### config.mk
export PLATFORM = sky130hd
export DESIGN_NAME = qtmr_unit
export DESIGN_NICKNAME = d
export VERILOG_FILES = /design/src/rtl/qtmr_pkg.sv /design/src/rtl/qtmr_prescale.sv /design/src/rtl/qtmr_edge.sv /design/src/rtl/qtmr_chan.sv /design/src/rtl/qtmr_unit.sv
export SDC_FILE = /design/constraint.sdc
export NUM_CORES = 1
export LEC_CHECK = 0
export ABC_AREA = 1
export BUFFER_PORTS_ARGS = -buffer_cell sky130_fd_sc_hd__buf_2
export CORE_AREA = 5 5 106 108
export DETAILED_ROUTE_END_ITERATION = 6
export DIE_AREA = 0 0 111 113
export PLACE_DENSITY = 0.74
export SYNTH_ARGS = -nofsm -noshare
export SYNTH_HDL_FRONTEND = slang
export SYNTH_SLANG_ARGS = --single-unit
export TNS_END_PERCENT = 20
### constraint.sdc
create_clock -name clk -period 1.4 [get_ports clk]
set_clock_uncertainty 0.05 [all_clocks]
set_input_delay 0.21 -clock clk [delete_from_list [all_inputs] [get_ports clk]]
set_output_delay 0.21 -clock clk [all_outputs]
set_load 0.005 [all_outputs]
### src/rtl/qtmr_pkg.sv
package qtmr_pkg;
    localparam int TMR_N     = 4;
    localparam int TMR_W     = 8;
    localparam int PIN_N     = 3;
    localparam logic [TMR_W-1:0] LATCH_RST = 8'hFF;

    typedef struct packed {
        logic [TMR_W-1:0] latch;
        logic [TMR_W-1:0] cnt;
    } chan_st_t;

    typedef struct packed {
        logic [TMR_W-1:0] mode12;
        logic [TMR_W-1:0] mode34;
        logic [TMR_N-1:0] irq;
    } top_st_t;
endpackage

### src/rtl/qtmr_prescale.sv
module qtmr_prescale #(
    parameter int PRE_W   = 12,
    parameter int LO_LOG  = 1,
    parameter int MID_LOG = 4,
    parameter int HI_LOG  = 12
) (
    input  logic clk,
    input  logic rst_n,
    output logic tick_lo,
    output logic tick_mid,
    output logic tick_hi
);
    typedef struct packed {
        logic [PRE_W-1:0] pre;
    } pre_st_t;

    pre_st_t st_d, st_q;

    always_comb begin
        st_d     = st_q;
        st_d.pre = st_q.pre + 1'b1;
        tick_lo  = &st_q.pre[LO_LOG-1:0];
        tick_mid = &st_q.pre[MID_LOG-1:0];
        tick_hi  = &st_q.pre[HI_LOG-1:0];
    end

    always_ff @(posedge clk) begin
        if (!rst_n) st_q <= '0;
        else        st_q <= st_d;
    end


    tick_hi_aligned_chk: assert property (@(posedge clk) disable iff (!rst_n)
        tick_hi |-> tick_mid);

    tick_mid_aligned_chk: assert property (@(posedge clk) disable iff (!rst_n)
        tick_mid |-> tick_lo);
endmodule

### src/rtl/qtmr_edge.sv
module qtmr_edge #(
    parameter int N = 3
) (
    input  logic         clk,
    input  logic         rst_n,
    input  logic [N-1:0] pins,
    output logic [N-1:0] rise
);
    typedef struct packed {
        logic [N-1:0] s1;
        logic [N-1:0] s2;
        logic [N-1:0] s3;
    } sync_st_t;

    sync_st_t st_d, st_q;

    always_comb begin
        st_d    = st_q;
        st_d.s1 = pins;
        st_d.s2 = st_q.s1;
        st_d.s3 = st_q.s2;
        rise    = st_q.s2 & ~st_q.s3;
    end

    always_ff @(posedge clk) begin
        if (!rst_n) st_q <= '0;
        else        st_q <= st_d;
    end

    for (genvar i = 0; i < N; i++) begin : g_chk

        single_pulse_chk: assert property (@(posedge clk) disable iff (!rst_n)
            rise[i] |=> !rise[i]);
    end
endmodule

### src/rtl/qtmr_chan.sv
module qtmr_chan
    import qtmr_pkg::*;
#(
    parameter int W = TMR_W,
    parameter logic [W-1:0] RST_VAL = LATCH_RST
) (
    input  logic         clk,
    input  logic         rst_n,
    input  logic         ld,
    input  logic [W-1:0] ld_val,
    input  logic         pulse,
    output logic [W-1:0] cnt,
    output logic         ovf
);
    typedef struct packed {
        logic [W-1:0] latch;
        logic [W-1:0] cnt;
    } st_t;

    st_t st_d, st_q;

    always_comb begin
        st_d = st_q;
        ovf  = 1'b0;
        if (ld) begin
            st_d.latch = ld_val;
            st_d.cnt   = ld_val;
        end else if (pulse) begin
            if (st_q.cnt == '0) begin
                st_d.cnt = st_q.latch;
                ovf      = 1'b1;
            end else begin
                st_d.cnt = st_q.cnt - 1'b1;
            end
        end
        cnt = st_q.cnt;
    end

    always_ff @(posedge clk) begin
        if (!rst_n) begin
            st_q.latch <= RST_VAL;
            st_q.cnt   <= RST_VAL;
        end else begin
            st_q <= st_d;
        end
    end


    decrement_chk: assert property (@(posedge clk) disable iff (!rst_n)
        (pulse && !ld && cnt != '0) |=> cnt == $past(cnt) - 1'b1);

    reload_chk: assert property (@(posedge clk) disable iff (!rst_n)
        (pulse && !ld && cnt == '0) |=> cnt == $past(st_q.latch));

    load_chk: assert property (@(posedge clk) disable iff (!rst_n)
        ld |=> (cnt == $past(ld_val)) && (st_q.latch == $past(ld_val)));

    idle_chk: assert property (@(posedge clk) disable iff (!rst_n)
        (!pulse && !ld) |=> $stable(cnt));
endmodule

### src/rtl/qtmr_unit.sv
module qtmr_unit
    import qtmr_pkg::*;
#(
    parameter int AW      = 3,
    parameter int PRE_W   = 12,
    parameter int LO_LOG  = 1,
    parameter int MID_LOG = 4,
    parameter int HI_LOG  = 12
) (
    input  logic             clk,
    input  logic             rst_n,
    input  logic [AW-1:0]    bus_addr,
    input  logic             bus_wr,
    input  logic [TMR_W-1:0] bus_wdata,
    output logic [TMR_W-1:0] bus_rdata,
    input  logic             pin_t2_clk,
    input  logic             pin_line_sync,
    input  logic             pin_t3_clk,
    input  logic [TMR_N-1:0] irq_clr,
    output logic [TMR_N-1:0] irq_req
);
    localparam logic [AW-1:0] OFS_MODE12 = AW'(TMR_N);
    localparam logic [AW-1:0] OFS_MODE34 = AW'(TMR_N + 1);

    logic tick_lo, tick_mid, tick_hi;
    logic [PIN_N-1:0] rise;
    logic [TMR_N-1:0] ld, pulse, ovf;
    logic [TMR_W-1:0] cnt [TMR_N];
    logic [1:0] sel2, sel3, sel4;

    top_st_t st_d, st_q;

    qtmr_prescale #(
        .PRE_W(PRE_W), .LO_LOG(LO_LOG), .MID_LOG(MID_LOG), .HI_LOG(HI_LOG)
    ) u_pre (
        .clk(clk), .rst_n(rst_n),
        .tick_lo(tick_lo), .tick_mid(tick_mid), .tick_hi(tick_hi)
    );

    qtmr_edge #(.N(PIN_N)) u_edge (
        .clk(clk), .rst_n(rst_n),
        .pins({pin_t3_clk, pin_line_sync, pin_t2_clk}),
        .rise(rise)
    );

    for (genvar i = 0; i < TMR_N; i++) begin : g_chan
        assign ld[i] = bus_wr && (bus_addr == AW'(i));
        qtmr_chan u_chan (
            .clk(clk), .rst_n(rst_n),
            .ld(ld[i]), .ld_val(bus_wdata),
            .pulse(pulse[i]), .cnt(cnt[i]), .ovf(ovf[i])
        );
    end

    // source selection; chained overflows are recomputed from counter state
    always_comb begin
        logic p1, p2, p3, p4, o1, o3;
        sel2 = {st_q.mode12[4], st_q.mode12[1]};
        sel3 = {st_q.mode34[5], st_q.mode34[0]};
        sel4 = {st_q.mode34[4], st_q.mode34[1]};
        p1 = st_q.mode12[0] ? tick_hi : tick_mid;
        o1 = p1 && !ld[0] && (cnt[0] == '0);
        case (sel2)
            2'b00:   p2 = tick_mid;
            2'b01:   p2 = o1;
            default: p2 = rise[0];
        endcase
        case (sel3)
            2'b00:   p3 = tick_mid;
            2'b01:   p3 = rise[1];
            default: p3 = rise[2];
        endcase
        o3 = p3 && !ld[2] && (cnt[2] == '0);
        case (sel4)
            2'b00:   p4 = tick_mid;
            2'b01:   p4 = tick_lo;
            default: p4 = o3;
        endcase
        pulse = {p4, p3, p2, p1};
    end

    always_comb begin
        st_d     = st_q;
        st_d.irq = (st_q.irq & ~irq_clr) | ovf;
        if (bus_wr && bus_addr == OFS_MODE12) st_d.mode12 = bus_wdata;
        if (bus_wr && bus_addr == OFS_MODE34) st_d.mode34 = bus_wdata;
    end

    always_comb begin
        bus_rdata = '0;
        if (bus_addr < AW'(TMR_N))       bus_rdata = cnt[bus_addr[1:0]];
        else if (bus_addr == OFS_MODE12) bus_rdata = st_q.mode12;
        else if (bus_addr == OFS_MODE34) bus_rdata = st_q.mode34;
        irq_req = st_q.irq;
    end

    always_ff @(posedge clk) begin
        if (!rst_n) st_q <= '0;
        else        st_q <= st_d;
    end

    for (genvar i = 0; i < TMR_N; i++) begin : g_flag_chk

        flag_set_chk: assert property (@(posedge clk) disable iff (!rst_n)
            ovf[i] |=> irq_req[i]);

        flag_clear_chk: assert property (@(posedge clk) disable iff (!rst_n)
            (irq_clr[i] && !ovf[i]) |=> !irq_req[i]);

        flag_hold_chk: assert property (@(posedge clk) disable iff (!rst_n)
            (irq_req[i] && !irq_clr[i]) |=> irq_req[i]);
    end


    chain12_chk: assert property (@(posedge clk) disable iff (!rst_n)
        (sel2 == 2'b01) |-> (pulse[1] == ovf[0]));

    chain34_chk: assert property (@(posedge clk) disable iff (!rst_n)
        (sel4[1]) |-> (pulse[3] == ovf[2]));
endmodule

# After elaboration in Yosys (flattened, before gate mapping)
# Index checks and enable logic that the tools add are counted.
# W data, S select, Z words.
# word_totals
regBits	105
out_inout_bits	12
wordCells	96
# op_classes
n_addsub	5
magnitude_cmp	2
eq_ne	8
mux	34
n_bitwise	6
n_reduce_logical	26
# ops
cell	count
$mux W8	17
$logic_not A8 Y1	4
$sub A8 B1 Y8 const B	4
$bmux W8 S2	1
$mux W1	13
$add A12 B1 Y12 const B	1
$reduce_and A12 Y1	1
$logic_and A1 B1 Y1	10
$reduce_bool A2 Y1	4
$eq A2 B1 Y1 const B	3
$eq A3 B2 Y1 const B	2
$eq A3 B3 Y1 const B	2
$logic_not A2 Y1	3
$pmux W1 S2	3
$and A4 B4 Y4	1
$not A4 Y4	1
$or A4 B4 Y4	1
$reduce_and A4 Y1	1
$and A3 B3 Y3	1
$eq A3 B1 Y1 const B	1
$ge A3 B3 Y1 const B	1
$logic_not A3 Y1	1
$lt A3 B3 Y1 const B	1
$not A2 Y3	1
other kinds (2)	3

# Logic depth before layout (Yosys ltp)
# logic_depth
ltp_word	9
depth_mapped	12
depth_no_buf	12

# Hierarchy
# A second synthesis with hierarchy kept.
# hier_totals
hier_cells	900
area_unflattened_um2	5911.9
# by_module_without_submodules
module	n_inst	cells_per_inst	area_each_um2	seq_area_each_um2
qtmr_chan	4	139	928.4	320.3
qtmr_unit	1	235	1372.6	400.4
qtmr_prescale	1	75	544.3	240.2
qtmr_edge	1	34	281.5	180.2

# Worst setup path before layout
# OpenSTA, ideal clock, no wires.
# synth_path
kind	flip-flop to flip-flop
startpoint	register u_pre.st_q[0] (netlist name)
endpoint	register g_chan[3].u_chan.cnt[3] (netlist name)
setup_ns	0.120
arrival_ns	1.367
required_time_ns	1.230
slack_ns	-0.137
stages_incl_launch_ff	11
n_path_buf	0
path_cell_list	dfxtp_1 -> ha_1 -> nand2_1 -> nor2_4 -> nand2_1 -> nand3_2 -> nand4_2 -> nand2_4 -> nand2_2 -> nand3_1 -> nand3_1
# synth_between
elab_chain_len	6
# synth_rtl
item	line	rtl
from (decl)	qtmr_prescale.sv:17	pre_st_t st_d, st_q;
from (signal assigned)	qtmr_prescale.sv:29	else st_q <= st_d;
$reduce_and A4 Y1	qtmr_prescale.sv:23	tick_mid = &st_q.pre[MID_LOG-1:0];
$pmux W1 S2	qtmr_unit.sv:68	case (sel3)
$logic_and A1 B1 Y1 (2 in series)	qtmr_unit.sv:73	o3 = p3 && !ld[2] && (cnt[2] == '0);
$pmux W1 S2 (*)	qtmr_unit.sv:74	case (sel4)
$reduce_bool A2 Y1 (no line) (*)	--	
# Every way passes the cells marked *; elsewhere a longest branch is shown, timed or not.
# A chain may end at the register's enable or synchronous reset.

# Worst setup path in the final report
# layout_path
startpoint	register u_pre.st_q[0] (netlist name)
endpoint	register g_chan[3].u_chan.cnt[1] (netlist name)
# layout_between
elab_chain_len	6
# layout_rtl
item	line
$reduce_and A4 Y1	qtmr_prescale.sv:23
$pmux W1 S2	qtmr_unit.sv:68
$logic_and A1 B1 Y1 (2 in series)	qtmr_unit.sv:73
$pmux W1 S2 (*)	qtmr_unit.sv:74
$reduce_bool A2 Y1 (no line) (*)	--
# Marked as above.

==> summary.txt <==
Average cell area after synthesis -> 7.042 um^2
Crit-path leading delay family -> simple AND/OR/NAND/NOR gates
Main combinational cell family by area after synthesis -> simple AND/OR/NAND/NOR gates
Period Utilization, post-route -> 122.3%
Slew at the pin closest to its max-slew limit -> 429.6 ps
Final global-route overflow total -> 0
Maximum capacitance violations -> 0
Post-synthesis share of cell area spent on and, or, nand and nor gates -> 26.85%
Largest voltage drop on the vdd net -> 0.0005135 V
Area after detailed placement -> 0.006449 mm^2
Vertical die dimension -> 113 um
Count of pins on the block boundary -> 33
Highest cell delay on the worst timing path -> 370 ps
Portion of total power attributed to the clock network -> 31.3%
Sequential element share of the synthesized area -> 38.82%
Average vias per placed instance -> 5.512
Async SR Flop Fraction -> 0%
Switching share of total power -> 29.33%
Unrepaired setup endpoints after global routing -> yes
Dominant synthesized flop cell -> dfxtp_1
Top cell by count, worst path -> nand3_1
Worst Path Required -> 1670 ps
DR vias -> 5826
Average wire per standard cell -> 15.92 um
Number of design-rule violations left by the first detailed-router iteration -> 483
Final setup viols -> 47
# clock sinks -> 105
First-pass GRT wire length -> 25.77 mm
Worst-case setup margin in the final layout -> -312.9 ps
Weighted congestion at the end of routability-driven global placement -> 0.9501
Via count of the first global-routing pass -> 5531
Area of the die -> 0.01254 mm^2
Commonest cells post-synth -> nand2_1 (175), inv_1 (117), dfxtp_1 (105)
Class of the most critical setup path -> flip-flop to flip-flop
Worst slew margin relative to its limit -> 71.33%
Proportion of synthesized area in mux cells -> 0%
Clk Tree Root Cell -> clkbuf_8
Worst setup EP type -> flip-flop
Compound-cell area share of the yosys netlist -> 17.95%
Number of enable-type register cells in the synthesized netlist -> 0
Proportion of power drawn by flip-flops and latches -> 50.9%
WP buf/inv -> 1
Result of the run -> finished, violations left
Clk pin slew, worst setup/hold paths -> 110 ps
Summed instance area of the synthesized netlist -> 0.005415 mm^2
NetSw -> 0.001845 W
Worst min-delay path category -> input pin to flip-flop
Max-slew violation total from the final report -> 0
Power share of the combinational group -> 17.8%
Yosys warning total -> 0
Count of TritonRoute iterations in the first routing pass -> 5
Critical-path maximum fanout -> 6
Number of flip-flops and latches in the synthesized netlist -> 105
Area contributors post-synth -> dfxtp_1 (39%), nand2_1 (12%), inv_1 (8.1%)
Ratio of cells with drive above 1 in the final layout -> 35.29%
Number of nets produced by synthesis -> 799
Sum of net half-perimeters after detailed placement -> 11.16 mm
Final hold slack -> 14.51 ps
Combined global-route utilization of all metal layers -> 25.05%
Leading cell type by number of instances after synthesis -> nand2_1
CP max-delay cell -> dfxtp_2
Pin count of the biggest net entering global routing -> 29
Layout overhead on the synthesized area -> 36.95%
Cell internal power dissipation -> 0.004447 W
Post-layout min period -> 1713 ps
Buffer levels on the longest clock path -> 2
Final routed wirelength across all metal layers -> 16.83 mm
Endpoints failing hold -> 0
Setup TNS Final -> -9305 ps
Arrival @ worst endpoint -> 1980 ps
Cell breakdown of the critical path -> ha_4 > nand2_4 > nor2_4 > nand2_2 > nand3_4 > nand4_4 > nand2_8 > buf_4 > nand3_1 > nand3_1
NumNets Final -> 946
Area share of the largest cell type after synthesis -> 38.82%
Number of different library cells in the post-synthesis netlist -> 45
Pre-CTS worst setup slack -> -237.4 ps
Site Rows -> 37
Top cell type by total area after synthesis -> dfxtp_1
Total clock buffers created by CTS -> 9
Violations in the final reports -> setup timing
Number of antenna violations at the first check in global routing -> 0
Xor and xnor area share after synthesis -> 2.588%
Number of instances in the synthesized netlist -> 769
Buffers added on ports -> 32
TritonCTS clock tree -> done
H-tree depth -> 3
Initial standard-cell utilization of the core -> 53.41%
X dimension of the die -> 111 um
Fraction of the mapped netlist area in adder cells -> 2.079%
Worst skew pair latency -> 380 ps
Number of DRC violations after detailed routing -> 0
Antenna diode instance count -> 0
Pwr dens -> 848.4 mW/mm^2
Finished Cell Area -> 0.007416 mm^2
LEAKAGE -> 3.711 nW
Number of nets with antenna violations after routing -> 0
Worst setup SP type -> flip-flop
Achievable Freq -> 583.8 MHz
Core outline area -> 0.01014 mm^2
state kept, by name (all words and copies together), names as in the netlist:
signal              cells
u_edge.st_q             3
sel2                    2
u_edge.st_d             6
sel3                    2
g_chan.u_chan.cnt      32
sel4                    2
irq_req                 4
u_pre.st_q             12
st_q                   10
g_chan.u_chan.st_q     32
metal layers:
metal | track usage [%] | share of wire [%]
met1 | 31.61 | 41
met2 | 42.19 | 48
met3 | 3.155 | 6.8
met4 | 12.81 | 3.7
met5 | 0 | 0
worst register-to-register path, cell delays in order (launching register included):
cell     delay (ps)
dfxtp_2         370
ha_4            150
nand2_4          50
nor2_4          200
nand2_2         100
nand3_4          80
nand4_4         130
nand2_8         160
buf_4           130
nand3_1         100
nand3_1         140
kinds of logic (layout without fill, tap and decap cells):
kind of cell             Yosys count  in the layout
flip-flops                       105            105
buffers and inverters            157            307
adder cells (fa/ha/maj)            9              9
XOR/XNOR                          16             16
AO/OA/AOI/OAI                    166            166
AND/OR/NAND/NOR                  316            318
timing repair:
action,in CTS,in global routing
setup buffers,14,8
endpoints found under the hold margin,3,0
cloned,0,3
hold buffers,3,0
pin swaps,24,23
resized for setup,87,62
endpoints found under the setup margin,49,50
power groups by stage:
stage	clock network (W)	logic [W]	registers (W)
floorplan	0	0.000492	0.00326
global placement	0	0.000878	0.00325
detailed placement	0	0.000900	0.00325
finish	0.00197	0.00112	0.00320
global route	0.00210	0.00122	0.00322
CTS	0.00197	0.00103	0.00320
final timing paths:
path / cells past startpoint / slack (ps) / endpoint / startpoint
max: 10 / -310 / g_chan[3].u_chan.cnt[1]$_SDFFE_PN1P_ / u_pre.st_q[0]$_SDFF_PN0_
min: 4 / 10 / irq_req[3]$_SDFF_PN0_ / irq_clr[3]
max reg2reg: 10 / -310 / g_chan[3].u_chan.cnt[1]$_SDFFE_PN1P_ / u_pre.st_q[0]$_SDFF_PN0_
min reg2reg: 2 / 370 / u_edge.st_d[1]$_SDFF_PN0_ / u_edge.st_d[4]$_SDFF_PN0_
cells in the final DEF (no fill, tap or decap), types with 4 or more instances in the layout:
master      n
xor2_1     10
nor2_2     11
o211ai_1   12
inv_2      22
nand4_1    12
nand3_1    44
dfxtp_1    79
nand2_4     8
nand2_2    17
buf_12      5
buf_6      22
dfxtp_2    26
ha_1        6
o21ai_0    77
nand3_2    13
a21oi_2     8
buf_2      32
nand2_8     4
nor2_1     31
xnor2_1     6
a21oi_1    29
nor2_4     12
buf_4      96
o21ai_1     7
nand2_1   157
inv_1     106
clkbuf_8    9
metrics by stage:
step           instances  power (W)  utilization [%]
6_report            1057   0.006292            73.15
5_1_grt             1057   0.006538            73.15
4_1_cts             1046   0.006194            69.74
3_5_place_dp        1013   0.004154            63.61
3_3_place_gp        1013   0.004129            63.61
2_1_floorplan        769   0.003749                -
layout make-up:
type | instances | area (um^2)
Clock inverter | 7 | 77.57
Timing Repair Buffer | 158 | 1259
Inverter | 132 | 504.2
Clock buffer | 9 | 123.9
Sequential cell | 105 | 2135
Tap cell | 136 | 170.2
Fill cell | 712 | 2723
Timing Repair inverter | 1 | 7.507
Multi-Input combinational cell | 509 | 3139
(Power assumes the default switching activity.)
